$ cat src/rtl/fp_exc_resolve.sv
module fp_exc_resolve #(
  parameter int NFLAG = 6
) (
  input  logic             clk,
  input  logic             rst_n,
  input  logic             in_valid,
  input  logic [2:0]       op,
  input  logic [2:0]       a_cls,
  input  logic [2:0]       b_cls,
  input  logic             a_sign,
  input  logic             b_sign,
  input  logic             res_sign,
  input  logic [1:0]       rnd_mode,
  input  logic             rnd_ovf,
  input  logic             rnd_unf,
  input  logic             rnd_inx,
  input  logic             stk_err,
  input  logic [NFLAG-1:0] mask_bits,
  input  logic [1:0]       dest_fmt,
  input  logic             clr_flags,
  output logic [NFLAG-1:0] flags,
  output logic             stack_fault,
  output logic             err_summary,
  output logic [2:0]       repl_sel,
  output logic             out_valid
);
  localparam logic [2:0] C_NORM = 3'd0, C_ZERO = 3'd1, C_DEN = 3'd2, C_INF = 3'd3,
                         C_QNAN = 3'd4, C_SNAN = 3'd5;
  localparam logic [2:0] OP_ADD = 3'd0, OP_SUB = 3'd1, OP_MUL = 3'd2, OP_DIV = 3'd3;
  localparam logic [2:0] S_PASS = 3'd0, S_QNAN = 3'd1, S_IIND = 3'd2, S_BIND = 3'd3,
                         S_INF = 3'd4, S_MAXF = 3'd5, S_DENZ = 3'd6, S_HOLD = 3'd7;
  localparam int B_INV = 0, B_DEN = 1, B_ZD = 2, B_OVF = 3, B_UNF = 4, B_PRC = 5;

  logic [2:0] b_use;
  logic a_zero, b_zero, a_inf, b_inf, a_fin_nz;
  logic bad_cls, qnan_any, eff_sub, indet;
  logic ev_inv, ev_zd, ev_den, arith_ok, ovf_to_inf;
  logic [NFLAG-1:0] ev;
  logic [2:0] sel_d;

  assign b_use    = op[2] ? C_NORM : b_cls;
  assign a_zero   = a_cls == C_ZERO;
  assign b_zero   = b_use == C_ZERO;
  assign a_inf    = a_cls == C_INF;
  assign b_inf    = b_use == C_INF;
  assign a_fin_nz = (a_cls == C_NORM) || (a_cls == C_DEN);
  assign bad_cls  = (a_cls >= C_SNAN) || (b_use >= C_SNAN);
  assign qnan_any = (a_cls == C_QNAN) || (b_use == C_QNAN);
  assign eff_sub  = (op == OP_ADD) ? (a_sign != b_sign) : (a_sign == b_sign);

  always_comb begin
    case (op)
      OP_ADD, OP_SUB: indet = a_inf && b_inf && eff_sub;
      OP_MUL:         indet = (a_zero && b_inf) || (a_inf && b_zero);
      OP_DIV:         indet = (a_zero && b_zero) || (a_inf && b_inf);
      default:        indet = 1'b0;
    endcase
  end

  assign ev_inv   = stk_err || bad_cls || indet;
  assign ev_zd    = !ev_inv && (op == OP_DIV) && b_zero && a_fin_nz;
  assign ev_den   = !ev_inv && ((a_cls == C_DEN) || (b_use == C_DEN));
  assign arith_ok = !ev_inv && !ev_zd && !qnan_any && !(ev_den && !mask_bits[B_DEN]);

  assign ev[B_INV] = ev_inv;
  assign ev[B_DEN] = ev_den;
  assign ev[B_ZD]  = ev_zd;
  assign ev[B_OVF] = arith_ok && rnd_ovf;
  assign ev[B_UNF] = arith_ok && rnd_unf && (!mask_bits[B_UNF] || rnd_inx);
  assign ev[B_PRC] = arith_ok && rnd_inx;

  always_comb begin
    case (rnd_mode)
      2'd0:    ovf_to_inf = 1'b1;
      2'd1:    ovf_to_inf = res_sign;
      2'd2:    ovf_to_inf = !res_sign;
      default: ovf_to_inf = 1'b0;
    endcase
  end

  always_comb begin
    sel_d = S_PASS;
    if (ev_inv) begin
      if (!mask_bits[B_INV])   sel_d = S_HOLD;
      else if (dest_fmt == 2'd1) sel_d = S_IIND;
      else if (dest_fmt == 2'd2) sel_d = S_BIND;
      else                       sel_d = S_QNAN;
    end else if (ev_zd) begin
      sel_d = mask_bits[B_ZD] ? S_INF : S_HOLD;
    end else if (ev_den && !mask_bits[B_DEN]) begin
      sel_d = S_HOLD;
    end else if (ev[B_OVF]) begin
      if (!mask_bits[B_OVF]) sel_d = S_HOLD;
      else                   sel_d = ovf_to_inf ? S_INF : S_MAXF;
    end else if (ev[B_UNF]) begin
      sel_d = mask_bits[B_UNF] ? S_DENZ : S_HOLD;
    end
  end

  always_ff @(posedge clk) begin
    if (!rst_n) begin
      flags       <= '0;
      stack_fault <= 1'b0;
      repl_sel    <= S_PASS;
      out_valid   <= 1'b0;
    end else begin
      flags       <= (clr_flags ? '0 : flags) | (in_valid ? ev : '0);
      stack_fault <= (!clr_flags && stack_fault) || (in_valid && stk_err);
      repl_sel    <= in_valid ? sel_d : S_PASS;
      out_valid   <= in_valid;
    end
  end

  assign err_summary = |(flags & ~mask_bits);
endmodule


$ cat config.mk
export PLATFORM = sky130hd
export DESIGN_NAME = fp_exc_resolve
export DESIGN_NICKNAME = d
export VERILOG_FILES = /design/src/rtl/fp_exc_resolve.sv
export SDC_FILE = /design/constraint.sdc
export NUM_CORES = 1
export LEC_CHECK = 0
export CAP_MARGIN = 15
export CORE_MARGIN = 4
export CORE_UTILIZATION = 37
export CTS_CLUSTER_SIZE = 20
export DETAILED_ROUTE_END_ITERATION = 7
export GPL_ROUTABILITY_DRIVEN = 0
export PLACE_DENSITY_LB_ADDON = 0.15
export SYNTH_ARGS = -nofsm -noshare
export SYNTH_HDL_FRONTEND = slang
export SYNTH_SLANG_ARGS = --single-unit
$ cat constraint.sdc
create_clock -name clk -period 2.7 [get_ports clk]
set_input_delay 0.675 -clock clk [delete_from_list [all_inputs] [get_ports clk]]
set_output_delay 0.675 -clock clk [all_outputs]
set_load 0.01 [all_outputs]
==> results summary, run 1 <==
The level count of the clock H-tree came out at 1. The number of placed instances with taps included is ~170. The number of buffers and inverters on the critical path came out at 2. The number of standard cells in the layout, taps in and fillers out came out at around 170. The tightest min-delay check is of the register to register type. The post-synthesis area per instance came out at 8.40 um2. Clock tree synthesis selected as its root buffer the cell sky130_fd_sc_hd__clkbuf_4. The area occupied by registers came out at 220 um2. The worst slew margin relative to its limit came out at 0.714.

The number of nets with antenna violations after detailed routing came out at 0. The area used by multi-input combinational logic came out at 480 um2. The total global routing overflow is 0.

The overall via count from detail_route is roughly 900. In this run the most critical hold path is launched from flags[1]$_SDFF_PN0_. The achievable clock frequency is 387 MHz. The transition time of the tightest slew-check pin came out at 0.418 ns.

The CTS tree is done. After synthesis, the cell types taking the most area are sky130_fd_sc_hd__dfxtp_1, sky130_fd_sc_hd__inv_1, sky130_fd_sc_hd__a22o_1. After synthesis the netlist holds a flip-flop and latch count of 11. The top-area cell type share of the netlist area came out at 0.291. The largest fanout on the critical path came out at 3.

The maximum buffer depth of the clock tree came out at 2. The number of pins exceeding their max-slew limit in the final report is 0. Across the run, the number of max-cap violations was 0.

The biggest area contributor in the post-synthesis netlist is sky130_fd_sc_hd__dfxtp_1. The initial utilization of the core area, before any placement, comes to 0.389. Traced cell by cell, the critical path runs through clkdlybuf4s50_1 > o22ai_1 > a221oi_1 > o221ai_1 > clkdlybuf4s15_1.

The fraction of layout cells with a size suffix above 1 came out at 0.158. The clock sink total came out at 11. The number of cells on the worst reg-to-reg path came out at 2. The sequential share of the synthesized area is 0.291.

The die width came out at 53.2 um. The post-layout minimum cycle time is 2.58 ns. The power consumption came out at 0.429 mW. Leaving out fill and tap cells, the most frequent cells in the layout are sky130_fd_sc_hd__clkdlybuf4s50_1, sky130_fd_sc_hd__buf_4, sky130_fd_sc_hd__inv_1. The worst min-delay path endpoint is flags[1]$_SDFF_PN0_. The delay of the slowest cell on the worst path is 0.51 ns. Buffers inserted during clock tree synthesis total 3. The die covers 2830 um2. The detailed-router iteration count before antenna repair came out at 4. STA classifies the critical path endpoint as an output port. The per-cell via count in the routed design is 5.18.

The count of hold-fix buffers inserted at cts is 0. In this run the critical register-to-register path is captured at flags[4]$_SDFF_PN0_. The leakage power summed over all cells is 0.527 nW.

Leaving out fill and tap cells, the most frequent cell in the layout is sky130_fd_sc_hd__clkdlybuf4s50_1. The number of flops mapped to enable cells by yosys came out at 0. The net count after synthesis came out at 121.

After detailed routing, the average wire length per cell comes to 12.3 um. The worst-case IR drop observed on VDD is about 0.26 mV. Synthesis handed over a netlist of 90 instances. The overall die height is around 53 um.

In the final design database the tool counted about 180 nets. Setup repair after global routing left no endpoint under its margin. The largest clock skew in the final design is 0 ns. Port buffering added 41 buffers. The count of endpoints failing hold in the final timing report is 0.

On the critical path, the stage with the largest delay is an instance of sky130_fd_sc_hd__clkdlybuf4s50_1. The region available for standard cell placement spans 1940 um2. The worst setup path is launched from a primary input.

The required time at the worst-slack endpoint came out at 2.03 ns. The setup check on the worst reg-to-reg path leaves a slack of 1.94 ns. The number of antenna violations at the first check in global routing came out at 0. The relative area change from synthesis to final layout came out at 73.8%. The via count of the first global-routing pass came to between 800 and 900. The total number of yosys warnings is 0. Fill cells in the final layout number 169.

The first global-routing pass estimated 3620 um of wire. The run finished with clean final reports. In this run the critical register-to-register path is launched from flags[4]$_SDFF_PN0_. The path type of the worst setup path is primary input to output port.

The maximum number of pins on one net before global-route repair is 8. The global routing usage summed across all routing layers came out at 0.174. The HPWL after detailed placement is between 1500 and 2000 um. The sum of negative setup slack came out at 0 ns. The antenna diode instance count is 0. The synthesized netlist occupies a cell area of 756 um2. STA puts the critical path data arrival time at between 1.5 and 2 ns. The number of different library cells used by synthesis comes to 39.

Row generation in the floorplan step produced 16 rows. Counting instances, the worst hold path has a depth of 2. The later pin in the worst-skew pair is clocked with a latency of 0.26 ns. For this run, the leading register cell type out of synthesis is sky130_fd_sc_hd__dfxtp_1. The total of endpoints with negative setup slack in the final report came out at 0. The residual DRC count came out at 0. After synthesis, the share of flip-flops with an asynchronous set or reset is 0. In this run the power density over the cells is 326 nW/um2. After the first detailed-routing iteration, the DRC count stood at 21. The number of I/O pins is 42. The final wirelength is 2130 um. The part of the cycle the worst path needs came out at 0.957. On the critical path the largest part of the delay comes from buffers and inverters. The clock-pin transition on the worst setup and hold timing paths came out at 0.08 ns.
==> worst max path at each step <==
stage / start / endpoint / slack, ns / cells past startpoint
final: mask_bits[4] / err_summary / 0.12 / 5
after global routing: mask_bits[4] / err_summary / 0.01 / 5
after detailed placement: mask_bits[4] / err_summary / -0.14 / 5
after CTS: mask_bits[4] / err_summary / 0.06 / 5
after global placement: mask_bits[0] / err_summary / -0.12 / 5
after floorplan: a_cls[2] / repl_sel[0]$_SDFF_PN0_ / 0.45 / 5
==> tightest hold or removal path: cells and delay by family (launching register included) <==
kind | cells | cell delay (ns)
flip-flops | 1 | 0.33
AND/OR/NAND/NOR | 1 | 0.06
AO/OA/AOI/OAI | 1 | 0.06
==> routing by layer <==
metal / GRT usage / wire [um] / vias up
met5: 0 / 0 / -
met4: 0.0383 / 8 / 0
met2: 0.306 / 1060 / 34
met3: 0.0507 / 155 / 2
li1: - / - / 447
met1: 0.208 / 904 / 414
==> state kept, by name (all words and copies together), names as in the netlist <==
register	flops
out_valid	1
stack_fault	1
flags	6
repl_sel	3
==> layout make-up <==
type / count / area share
Clock buffer: 4 / 0.0200
Timing Repair Buffer: 54 / 0.387
Tap cell: 27 / 0.0257
Multi-Input combinational cell: 65 / 0.366
Inverter: 12 / 0.0343
Sequential cell: 11 / 0.168
==> synth_stat cells, types with 3 or more instances <==
library cell                n
sky130_fd_sc_hd__nor2_1     5
sky130_fd_sc_hd__nand2b_1   3
sky130_fd_sc_hd__o21ai_0    3
sky130_fd_sc_hd__a21oi_1    4
sky130_fd_sc_hd__a22o_1     4
sky130_fd_sc_hd__inv_1     12
sky130_fd_sc_hd__nand2_1    6
sky130_fd_sc_hd__dfxtp_1   11
sky130_fd_sc_hd__nor4_1     3
sky130_fd_sc_hd__nor3_1     3
==> power by group <==
part | switching, mW | total [mW] | internal (mW)
registers | 0.00306 | 0.172 | 0.169
clock network | 0.0566 | 0.114 | 0.0571
logic | 0.0548 | 0.143 | 0.0879
total | 0.114 | 0.429 | 0.314
==> cells by family (layout without fill, tap and decap cells) <==
kind of cell / count (synthesis) / in the layout / share of synthesized area
mux: 2 / 2 / 0.0265
simple gates: 31 / 31 / 0.245
flops: 11 / 11 / 0.291
xor+xnor: 3 / 3 / 0.0530
fa+ha+maj: 1 / 1 / 0.0166
buf+inv: 14 / 70 / 0.0728
compound gates: 28 / 28 / 0.295
==> stage by stage <==
step | utilization | hold WS (ns) | instance area [um2] | setup slack, ns
6_report | 0.677 | 0.490 | 1310 | 0.117
5_1_grt | 0.677 | 0.525 | 1310 | 0.0140
4_1_cts | 0.676 | 0.491 | 1310 | 0.0623
3_5_place_dp | 0.663 | 0.478 | 1290 | -0.139
3_3_place_gp | 0.663 | 0.466 | 1290 | -0.125
2_1_floorplan | - | 0.495 | 756 | 0.453
==> repair_timing <==
action | CTS | global route
resized for setup | 1 | 1
endpoints found under the hold margin | 0 | 0
setup buffers | 0 | 0
setup endpoints to repair | 1 | 1
Note: power is estimated with default switching activity, not from simulation.
==> inputs of run 2 (changes only) <==
--- a/config.mk
+++ b/config.mk
@@ -6,6 +6,7 @@
 export NUM_CORES = 1
 export LEC_CHECK = 0
 export CAP_MARGIN = 15
+export CORE_ASPECT_RATIO = 0.9
 export CORE_MARGIN = 4
 export CORE_UTILIZATION = 37
 export CTS_CLUSTER_SIZE = 20
==> results summary, run 2 (synthesis results as in run 1) <==
The number of nets with antenna violations after detailed routing came to 0 (unchanged). The number of buffers created by CTS is 3 (unchanged). The most frequent standard cell in the layout excluding fill and tap cells is sky130_fd_sc_hd__clkdlybuf4s50_1.

The wire length on met3 is 135 um (-13%). The cell depth of the worst hold path came out at 2 (unchanged). The signal on the critical path passes through clkdlybuf4s50_1 > inv_1 > a221oi_1 > o221ai_1 > dlygate4sd2_1. The number of port buffers was 41 (unchanged). The number of placed instances with taps included came out at 168 (-0.59%). The starting DRC count in detailed routing is 8 (-62%). Compared with the post-synthesis result, the final layout area differs by 74.5%. The required time at the worst-slack endpoint is 2.03 ns (about the same). The number of standard cells in the layout, taps in and fillers out was 172 (-0.58%).

The maximum resistive drop on vdd is 0.274 mV (+5.0%). The post-DP HPWL came out at 1940 um (+6.5%). The CTS tree is done. The clock-pin transition on the worst setup and hold timing paths came to 0.07 ns (about the same). The delay of the slowest cell on the worst path is 0.48 ns (-0.03 ns). The core outline area is 1930 um2 (-0.45%). The clock sink total came out at 11 (unchanged).

The number of cells on the worst reg-to-reg path is 2 (unchanged). The count of hold-fix buffers inserted at cts came out at 0 (unchanged). The signal arrival time at the worst endpoint is 1.94 ns (+0.03 ns). The utilization after layout came out at 0.682 (+0.00565). The area enclosed by the die boundary is 2830 um2 (about the same).

The global routing usage summed across all routing layers was 0.168 (-0.00636). The antenna diode instance count came out at 0 (unchanged). The routed metal-1 wirelength came out at 1010 um (+12%). The wire length on met2 came out at 1110 um (+4.7%). The setup slack after layout is 0.0864 ns (-0.0309 ns). The part of the cycle the worst path needs was 0.968 (+0.0115).

The worst setup path is of the primary input to output port kind. The library cells used most frequently in the layout, excluding fill and tap cells, are sky130_fd_sc_hd__clkdlybuf4s50_1, sky130_fd_sc_hd__buf_4, sky130_fd_sc_hd__inv_1. The die width came out at 55.6 um (+4.6%).

The areal power density over the cells came out at 328 nW/um2 (+0.52%). The number of antenna violations at the first check in global routing was 0 (unchanged). The count of endpoints failing hold in the final timing report was 0 (unchanged). The leakage power summed over all cells came to 0.537 nW (+1.9%).

The overall die height was 50.9 um (-4.4%). In the final layout, the registers with the most flip-flops are flags (6), repl_sel (3). Setup repair after global routing left no endpoint under its margin. The total of endpoints with negative setup slack in the final report came out at 0 (unchanged). STA classifies the critical path endpoint as an output port. The count of buffers added by post-CTS timing repair for setup is 0 (unchanged).

The transition time of the tightest slew-check pin came to 0.470 ns (+0.0519 ns). The pre-CTS setup slack came out at -0.112 ns (+0.0269 ns). The achievable clock frequency is 383 MHz (-1.2%).

The post-cts sizing count is 1 (unchanged). The wire length of the first global-routing pass is 3790 um (+4.6%). The residual DRC count is 0 (unchanged). The detailed-router iteration count before antenna repair came out at 4 (unchanged). The source-to-sink clock delay at the later pin of the worst-skew pair came to 0.28 ns (+0.02 ns).

The startpoint identified for the worst hold timing path is flags[1]$_SDFF_PN0_. The final wirelength is 2300 um (+8.3%). The critical register-to-register path endpoint is flags[4]$_SDFF_PN0_. The power consumption came out at 0.433 mW (+0.90%). More flip-flops sit in one register than any other, and that register is flags.

The via count of the first global-routing pass came out at 869 (+1.4%). The number of flip-flops in the largest register came out at 6 (unchanged). The layout filler cell count came out at 158 (-6.5%). The worst min-delay path endpoint is flags[1]$_SDFF_PN0_. The number of rows created at floorplan is 15 (-1). The flow ran to the end, and the final reports show no timing, DRC or antenna violations. The cell family contributing the most delay on the critical path is buffers and inverters. The number of pins exceeding their max-slew limit in the final report was 0 (unchanged).

The uppermost signal routing layer after detailed routing is met4. The final routed wire length divided by cell count came out at 13.4 um (+8.9%). The largest clock skew in the final design came out at 0 ns (unchanged). The number of I/O pins is 42 (unchanged). The total global routing overflow came to 0 (unchanged).

In this run the critical register-to-register path is launched from flags[4]$_SDFF_PN0_. The worst setup path is launched from a primary input. The level count of the clock H-tree came out at 1 (unchanged).

The post-layout minimum cycle time is 2.61 ns (+0.0309 ns). The maximum number of pins on one net before global-route repair is 8 (unchanged). The largest fanout on the critical path is 2 (-1). The worst slew margin relative to its limit is 0.679 (-0.0355).

The reg-to-reg setup timing slack came out at 1.93 ns (about the same). The worst hold path belongs to the class register to register. The number of buffers and inverters on the critical path is 3 (+1). The maximum buffer depth of the clock tree is 2 (unchanged).

The slowest stage of the critical path belongs to the cell sky130_fd_sc_hd__clkdlybuf4s50_1. The starting density of the core is 0.391 (+0.00176). The smallest hold slack came out at 0.479 ns (-0.0113 ns). The fraction of layout cells with a size suffix above 1 is 0.170 (+0.0125). The per-cell via count in the routed design came out at 5.10 (-1.5%). The number of maximum-capacitance constraint violations came out at 0 (unchanged). The overall via count from detail_route is 878 (-2.1%). The tree is rooted in a sky130_fd_sc_hd__clkbuf_4. The net total in the final layout came to 179 (+0.56%).
## run 2: layout make-up
class	count	area, um2	area share
Sequential cell	11	220	0.167
Tap cell	25	31.3	0.0237
Multi-Input combinational cell	65	480	0.364
Clock buffer	3	22.5	0.0171
Timing Repair Buffer	55	514	0.390
Inverter	12	45.0	0.0342
Clock inverter	1	5.00	0.00380
## run 2: routing by layer
layer  GRT usage  vias up
met3      0.0606        5
met5           0        -
met4      0.0567        0
met1       0.202      394
met2       0.280       29
li1            -      450
## run 2: worst max path at each step
stage	start	to	slack, ns	cells past startpoint
after detailed placement	mask_bits[0]	err_summary	-0.11	5
after global placement	mask_bits[0]	err_summary	-0.09	5
after global routing	mask_bits[1]	err_summary	0.03	5
final	mask_bits[0]	err_summary	0.09	5
after floorplan	a_cls[2]	repl_sel[0]$_SDFF_PN0_	0.45	5
after CTS	mask_bits[0]	err_summary	0.08	5
## run 2: where the power goes
group          internal (mW)  switching [mW]
sequential             0.169         0.00358
clock                 0.0550          0.0594
combinational         0.0887          0.0566
total                  0.313           0.120
## run 2: tightest hold or removal path, stage by stage (launching register included)
cell                      delay, ns
sky130_fd_sc_hd__dfxtp_1       0.33
sky130_fd_sc_hd__nand2_1       0.05
sky130_fd_sc_hd__o31ai_1       0.05
## run 2: metrics by stage
stage | cell area [um2] | setup TNS [ns]
after floorplan | 756 | 0
after global placement | 1290 | -0.146
after detailed placement | 1290 | -0.177
after CTS | 1320 | 0
after global routing | 1320 | 0
final | 1320 | 0
